<file path="src/rtl/mdu_pkg.sv">
package mdu_pkg;
  typedef enum logic [2:0] {
    TX_IDLE, TX_START, TX_DATA, TX_MARK, TX_STOP, TX_GUARD
  } tx_state_e;

  typedef enum logic [2:0] {
    RX_IDLE, RX_START, RX_DATA, RX_MARK, RX_STOP
  } rx_state_e;

  function automatic logic is_multidrop(input logic [2:0] mode);
    return mode[2:1] == 2'b11;
  endfunction
endpackage

</file>
<file path="src/rtl/mdu_tx_hold.sv">
module mdu_tx_hold #(
  parameter int DATA_W = 8
) (
  input  logic              clk_i,
  input  logic              rst_ni,
  input  logic              wr_i,
  input  logic [DATA_W-1:0] data_i,
  input  logic              send_addr_i,
  input  logic              md_i,
  input  logic              release_i,
  output logic              full_o,
  output logic [DATA_W-1:0] data_o,
  output logic              addr_o
);
  logic              full_q, addr_q, pend_q;
  logic [DATA_W-1:0] data_q;
  logic              accept;

  assign accept = wr_i && !full_q;

  always_ff @(posedge clk_i or negedge rst_ni) begin
    if (!rst_ni) begin
      full_q <= 1'b0;
      addr_q <= 1'b0;
      pend_q <= 1'b0;
      data_q <= '0;
    end else begin
      if (accept) begin
        full_q <= 1'b1;
        data_q <= data_i;
        addr_q <= md_i && (pend_q || send_addr_i);
        pend_q <= 1'b0;
      end else begin
        if (release_i) full_q <= 1'b0;
        if (send_addr_i && md_i) pend_q <= 1'b1;
      end
    end
  end

  assign full_o = full_q;
  assign data_o = data_q;
  assign addr_o = addr_q;
endmodule

</file>
<file path="src/rtl/mdu_tx_engine.sv">
module mdu_tx_engine
  import mdu_pkg::*;
#(
  parameter int DATA_W  = 8,
  parameter int OS_RATE = 16,
  parameter int TG_W    = 8
) (
  input  logic              clk_i,
  input  logic              rst_ni,
  input  logic              tick_i,
  input  logic              full_i,
  input  logic [DATA_W-1:0] data_i,
  input  logic              addr_i,
  input  logic [TG_W-1:0]   tg_i,
  output logic              release_o,
  output logic              busy_o,
  output logic              txd_o
);
  localparam int OS_W  = $clog2(OS_RATE);
  localparam int IDX_W = $clog2(DATA_W);

  tx_state_e         st_q;
  logic [OS_W-1:0]   os_q;
  logic [IDX_W-1:0]  idx_q;
  logic [DATA_W-1:0] sh_q;
  logic [TG_W-1:0]   g_q;
  logic              mark_q, hold_q;
  logic              bit_end;

  assign bit_end = tick_i && (os_q == OS_W'(OS_RATE - 1));

  // guarded frames keep the holding register until the start bit is out
  assign release_o = (st_q == TX_IDLE && full_i && tg_i == '0) ||
                     (st_q == TX_START && bit_end && hold_q);

  always_ff @(posedge clk_i or negedge rst_ni) begin
    if (!rst_ni) begin
      st_q   <= TX_IDLE;
      os_q   <= '0;
      idx_q  <= '0;
      sh_q   <= '0;
      g_q    <= '0;
      mark_q <= 1'b0;
      hold_q <= 1'b0;
    end else if (st_q == TX_IDLE) begin
      if (full_i) begin
        st_q   <= TX_START;
        os_q   <= '0;
        sh_q   <= data_i;
        mark_q <= addr_i;
        hold_q <= (tg_i != '0);
      end
    end else if (tick_i) begin
      os_q <= bit_end ? '0 : os_q + 1'b1;
      if (bit_end) begin
        unique case (st_q)
          TX_START: begin
            st_q  <= TX_DATA;
            idx_q <= '0;
          end
          TX_DATA: begin
            sh_q <= sh_q >> 1;
            if (idx_q == IDX_W'(DATA_W - 1)) st_q <= TX_MARK;
            else idx_q <= idx_q + 1'b1;
          end
          TX_MARK: st_q <= TX_STOP;
          TX_STOP: begin
            if (tg_i != '0) begin
              st_q <= TX_GUARD;
              g_q  <= tg_i;
            end else begin
              st_q <= TX_IDLE;
            end
          end
          TX_GUARD: begin
            if (g_q == TG_W'(1)) st_q <= TX_IDLE;
            else g_q <= g_q - 1'b1;
          end
          default: st_q <= TX_IDLE;
        endcase
      end
    end
  end

  always_comb begin
    unique case (st_q)
      TX_START: txd_o = 1'b0;
      TX_DATA:  txd_o = sh_q[0];
      TX_MARK:  txd_o = mark_q;
      default:  txd_o = 1'b1;
    endcase
  end

  assign busy_o = (st_q != TX_IDLE);
endmodule

</file>
<file path="src/rtl/mdu_rx_engine.sv">
module mdu_rx_engine
  import mdu_pkg::*;
#(
  parameter int DATA_W  = 8,
  parameter int OS_RATE = 16
) (
  input  logic              clk_i,
  input  logic              rst_ni,
  input  logic              tick_i,
  input  logic              rxd_i,
  output logic              done_o,
  output logic [DATA_W-1:0] data_o,
  output logic              mark_o
);
  localparam int OS_W  = $clog2(OS_RATE);
  localparam int IDX_W = $clog2(DATA_W);
  localparam int HALF  = OS_RATE / 2;

  rx_state_e         st_q;
  logic [1:0]        sync_q;
  logic [OS_W-1:0]   os_q;
  logic [IDX_W-1:0]  idx_q;
  logic [DATA_W-1:0] sh_q;
  logic              mark_q, done_q;
  logic              rxs, full_bit;

  assign rxs      = sync_q[1];
  assign full_bit = (os_q == OS_W'(OS_RATE - 1));

  always_ff @(posedge clk_i or negedge rst_ni) begin
    if (!rst_ni) begin
      sync_q <= 2'b11;
      st_q   <= RX_IDLE;
      os_q   <= '0;
      idx_q  <= '0;
      sh_q   <= '0;
      mark_q <= 1'b0;
      done_q <= 1'b0;
    end else begin
      sync_q <= {sync_q[0], rxd_i};
      done_q <= 1'b0;
      if (tick_i) begin
        unique case (st_q)
          RX_IDLE: begin
            if (!rxs) begin
              st_q <= RX_START;
              os_q <= '0;
            end
          end
          RX_START: begin
            if (os_q == OS_W'(HALF - 1)) begin
              os_q  <= '0;
              idx_q <= '0;
              st_q  <= rxs ? RX_IDLE : RX_DATA;
            end else begin
              os_q <= os_q + 1'b1;
            end
          end
          default: begin
            if (full_bit) begin
              os_q <= '0;
              unique case (st_q)
                RX_DATA: begin
                  sh_q <= {rxs, sh_q[DATA_W-1:1]};
                  if (idx_q == IDX_W'(DATA_W - 1)) st_q <= RX_MARK;
                  else idx_q <= idx_q + 1'b1;
                end
                RX_MARK: begin
                  mark_q <= rxs;
                  st_q   <= RX_STOP;
                end
                default: begin
                  done_q <= 1'b1;
                  st_q   <= RX_IDLE;
                end
              endcase
            end else begin
              os_q <= os_q + 1'b1;
            end
          end
        endcase
      end
    end
  end

  assign done_o = done_q;
  assign data_o = sh_q;
  assign mark_o = mark_q;
endmodule

</file>
<file path="src/rtl/mdrop_uart.sv">
module mdrop_uart
  import mdu_pkg::*;
#(
  parameter int DATA_W  = 8,
  parameter int OS_RATE = 16,
  parameter int TG_W    = 8
) (
  input  logic              clk_i,
  input  logic              rst_ni,
  input  logic              os_tick_i,
  input  logic [2:0]        par_mode_i,
  input  logic [TG_W-1:0]   tg_i,
  input  logic              thr_wr_i,
  input  logic [DATA_W-1:0] thr_data_i,
  input  logic              send_addr_i,
  input  logic              rst_sta_i,
  input  logic              rx_rd_i,
  input  logic              rxd_i,
  output logic              txd_o,
  output logic              tx_rdy_o,
  output logic              tx_empty_o,
  output logic              rx_rdy_o,
  output logic [DATA_W-1:0] rx_data_o,
  output logic              pare_o
);
  logic              md;
  logic              hold_full, hold_addr, tx_release, tx_busy;
  logic [DATA_W-1:0] hold_data;
  logic              rx_done, rx_mark;
  logic [DATA_W-1:0] rx_char;
  logic              rx_rdy_q, pare_q;
  logic [DATA_W-1:0] rx_data_q;

  assign md = is_multidrop(par_mode_i);

  mdu_tx_hold #(.DATA_W(DATA_W)) u_hold (
    .clk_i       (clk_i),
    .rst_ni      (rst_ni),
    .wr_i        (thr_wr_i),
    .data_i      (thr_data_i),
    .send_addr_i (send_addr_i),
    .md_i        (md),
    .release_i   (tx_release),
    .full_o      (hold_full),
    .data_o      (hold_data),
    .addr_o      (hold_addr)
  );

  mdu_tx_engine #(.DATA_W(DATA_W), .OS_RATE(OS_RATE), .TG_W(TG_W)) u_tx (
    .clk_i     (clk_i),
    .rst_ni    (rst_ni),
    .tick_i    (os_tick_i),
    .full_i    (hold_full),
    .data_i    (hold_data),
    .addr_i    (hold_addr),
    .tg_i      (tg_i),
    .release_o (tx_release),
    .busy_o    (tx_busy),
    .txd_o     (txd_o)
  );

  mdu_rx_engine #(.DATA_W(DATA_W), .OS_RATE(OS_RATE)) u_rx (
    .clk_i  (clk_i),
    .rst_ni (rst_ni),
    .tick_i (os_tick_i),
    .rxd_i  (rxd_i),
    .done_o (rx_done),
    .data_o (rx_char),
    .mark_o (rx_mark)
  );

  // a new character wins over a same-cycle read or status reset
  always_ff @(posedge clk_i or negedge rst_ni) begin
    if (!rst_ni) begin
      rx_rdy_q  <= 1'b0;
      pare_q    <= 1'b0;
      rx_data_q <= '0;
    end else begin
      if (rx_done) begin
        rx_rdy_q  <= 1'b1;
        rx_data_q <= rx_char;
      end else if (rx_rd_i) begin
        rx_rdy_q <= 1'b0;
      end
      if (rx_done && rx_mark && md) pare_q <= 1'b1;
      else if (rst_sta_i)           pare_q <= 1'b0;
    end
  end

  assign tx_rdy_o   = !hold_full;
  assign tx_empty_o = !hold_full && !tx_busy;
  assign rx_rdy_o   = rx_rdy_q;
  assign rx_data_o  = rx_data_q;
  assign pare_o     = pare_q;
endmodule

</file>
<file path="config.mk">
export PLATFORM = sky130hd
export DESIGN_NAME = mdrop_uart
export DESIGN_NICKNAME = d
export VERILOG_FILES = /design/src/rtl/mdu_pkg.sv /design/src/rtl/mdu_tx_hold.sv /design/src/rtl/mdu_tx_engine.sv /design/src/rtl/mdu_rx_engine.sv /design/src/rtl/mdrop_uart.sv
export SDC_FILE = /design/constraint.sdc
export NUM_CORES = 1
export LEC_CHECK = 0
export BUFFER_PORTS_ARGS = -buffer_cell sky130_fd_sc_hd__buf_2
export CAP_MARGIN = 10
export CORE_AREA = 3 3 70 105
export CTS_CLUSTER_DIAMETER = 100
export DETAILED_ROUTE_END_ITERATION = 8
export DIE_AREA = 0 0 73 108
export GPL_TIMING_DRIVEN = 0
export PLACE_DENSITY = 0.74
export SYNTH_ARGS = -nofsm -noshare
export SYNTH_HDL_FRONTEND = slang
export SYNTH_SLANG_ARGS = --single-unit
</file>
<file path="constraint.sdc">
create_clock -name clk_i -period 2.2 [get_ports clk_i]
set_input_delay 0.22 -clock clk_i [delete_from_list [all_inputs] [get_ports clk_i]]
set_output_delay 0.22 -clock clk_i [all_outputs]
set_load 0.005 [all_outputs]
</file>
==> run_results.csv <==
group,metric,value,unit
synth,synth_edf_count,0,
floorplanning,io_pins,40,
run,maxCapViolCount,0,
pwr,swShare,33.94,%
pwr,p_leak,0.001912,µW
critical_path,worstPathMaxFanout,8,
synth,syn-cell-area,3576,µm²
routing,ant_nets,0,
global_route,grt_pass1_wl,11.50,mm
timing,slew_viol_final,0,
synth,ys_seq_area_share,49.76,%
timing,relSlewSlack,41.92,%
critical_path,end_kind,"flip-flop",
timing,max_slew.worst_pin.slew,0.8712,ns
routing,drt-vias-per-instance,5.939,
synth,async_flop_share,100.0,%
timing,fmax,490.0,MHz
min_path,min-delay-path-class,"in2async",
global_route,grt_max_degree,72,
timing,finalSetupTns,0,ns
layout,layout-drive-gt1-share,29.27,%
critical_path,crit_required,2.43,ns
floorplanning,core_area,6531,µm²
timing,rsz0062_at_grt,"false",
pwr,p_sw,1443,µW
routing,drcViolationCount,0,
clocking,clockBufferDepth,2,
placement,dpl.hpwl,5.083,mm
synth,syn_avg_cell_area,10.80,µm²
outcome,status,"finished, violations left",
timing,setup_viol,0,
clocking,cts_max_level,3,
placement,place_ws,0.1500,ns
floorplanning,die_area,7884,µm²
clocking,cts_made_buffers,9,
timing,post-route-period-util,92.77,%
pwr,power_frac_seq,44.1,%
placement,place.gp.congestion,0.9857,
timing,fin_crit,2.041,ns
pwr,powerDensity,1051,nW/µm²
layout,nNetsFinal,416,
routing,drtPass1Iterations,4,
floorplanning,start_util,54.75,%
clocking,cts_tree,"built",
clocking,cts.clk_slew.worst_paths,0.07,ns
synth,synth_fp_nets,366,
placement,port_buffers,38,
routing,dr.first_iter.drc_count,137,
global_route,grt_use_total,18.87,%
layout,syn2layout_area_growth,13.12,%
synth,ys_types,61,
clocking,insertion_delay,0.34,ns
floorplanning,row_count,36,
synth,synth_cells,331,
synth,ys.flop_type,"dfrtp_1",
layout,final_common_cell,"dfrtp_1",
timing,hold_viol,10,
pwr,p_int,2808,µW
critical_path,crit_type,"reg2reg",
routing,vias,2744,
global_route,grt_pass1_vias,2551,
floorplanning,fp.dieH,108,µm
clocking,clock-sinks,71,
clocking,ctsRootBufferMaster,"clkbuf_8",
critical_path,cp.arrival,2.27,ns
pwr,power_frac_comb,34.2,%
critical_path,startpoint_type,"flip-flop",
outcome,violations,"hold timing",
pwr,peakVddDrop,0.0006489,V
layout,antenna_cells,0,
synth,synth-warning-count,0,
timing,whs,-0.008298,ns
timing,fin_ws,0.1590,ns
synth,synth-seq-cells,71,
layout,final_core_utilization,61.93,%
layout,mostFrequentLayoutCells,"dfrtp_1 (69), buf_2 (45), nand2_1 (37)",
global_route,antenna_found_initial,0,
pwr,clkPwrFrac,21.7,%
floorplanning,fp.dieW,73,µm
timing,finClkSkew,0.006662,ns
global_route,overflow,0,
routing,drt_wl_total,7.092,mm
clocking,cts_setup_buffers,0,
routing,avgRoutedWirePerCell,15.35,µm
## power groups by stage
stage	Combinational [µW]	Sequential, µW	Clock, µW
floorplan	1150	1830	0
global placement	1400	1880	0
detailed placement	1470	1900	0
CTS	1480	1870	956
global route	1650	1910	1010
finish	1450	1870	922
## registers in the layout (all words and copies together), names as in the netlist, 4 cells and up
name	count
u_tx.os_q	4
u_rx.data_o	8
rx_data_o	8
u_tx.sh_q	8
u_tx.g_q	8
u_rx.os_q	4
u_hold.data_o	8
## per-stage QoR
| step | hold slack, ns | power, µW | area [µm²] | cells |
|---|---|---|---|---|
| 6_report | -0.008298 | 4250 | 4045 | 462 |
| 5_1_grt | 0.04227 | 4570 | 4045 | 462 |
| 4_1_cts | 0.02168 | 4305 | 4045 | 462 |
| 3_5_place_dp | 0.3308 | 3365 | 3864 | 445 |
| 3_3_place_gp | 0.3243 | 3286 | 3861 | 445 |
| 2_1_floorplan | -0.07559 | 2984 | 3576 | 331 |
## what timing repair did
item,in CTS,in global routing
resized for setup,0,0
hold endpoints to repair,1,0
hold buffers,1,0
## area by class of cell
cell class / count / area, µm²
Clock inverter: 1 / 5.005
Clock buffer: 15 / 166.4
Fill cell: 534 / 2486
Multi-Input combinational cell: 226 / 1652
Sequential cell: 71 / 1779
Inverter: 17 / 63.81
Timing Repair Buffer: 39 / 202.7
Buffer: 17 / 81.33
Tap cell: 76 / 95.09
## synthesized netlist by cell type, types with 5 or more instances
library cell | n | area (µm²)
a21oi_1 | 11 | 55.05
nor4_1 | 5 | 31.28
nor2_1 | 14 | 52.55
dfrtp_1 | 69 | 1727
mux2i_1 | 5 | 50.05
nand4_1 | 6 | 37.54
nand3_1 | 6 | 30.03
nand2_1 | 37 | 138.9
buf_2 | 8 | 40.04
nor3_1 | 5 | 25.02
clkbuf_1 | 8 | 30.03
mux2_2 | 33 | 371.6
inv_1 | 17 | 63.81
ha_1 | 8 | 100.1
o21ai_0 | 23 | 115.1
## critical path, stage by stage, from the launching register on
cell     delay (ns)
dfrtp_1        0.41
ha_1           0.27
and4_1         0.20
buf_2          0.20
mux2i_1        0.14
nor3_4         0.34
mux2_2         0.39
## kinds of logic (layout without fill, tap and decap cells)
| kind of cell | count (synthesis) | after routing | synth area share (%) |
|---|---|---|---|
| and+or+nand+nor | 103 | 103 | 15.85 |
| AOI/OAI and AO/OA | 76 | 76 | 15.33 |
| DFF | 71 | 71 | 49.76 |
| muxes | 39 | 39 | 12.21 |
| buffers and inverters | 34 | 89 | 4.059 |
| adders and majority gates | 8 | 8 | 2.799 |
## routing by layer
layer  GRT usage (%)  part of all wire, %  up-vias
met3           4.744                  4.4       14
met1           22.57                   43     1348
met2           30.67                   50       68
met5               0                    0        -
li1                -                    -     1314
met4           10.16                  2.3        0
## worst paths after layout
path | startpoint | end | slack, ns | cells after the start
setup / recovery | u_tx.os_q[0] | u_tx.sh_q[6] | 0.16 | 6
hold / removal | rst_ni | rx_data_o[4] | -0.008 | 1
setup reg to reg | u_tx.os_q[0] | u_tx.sh_q[6] | 0.16 | 6
hold reg to reg | u_rx.sync_q[0] | u_rx.sync_q[1] | 0.36 | 0
max in group asynchronous | rst_ni | u_tx.sh_q[5] | 1.65 | 1
min in group clk_i | rst_sta_i | pare_o | 0.06 | 2
Power figures use the tool's default switching activity.
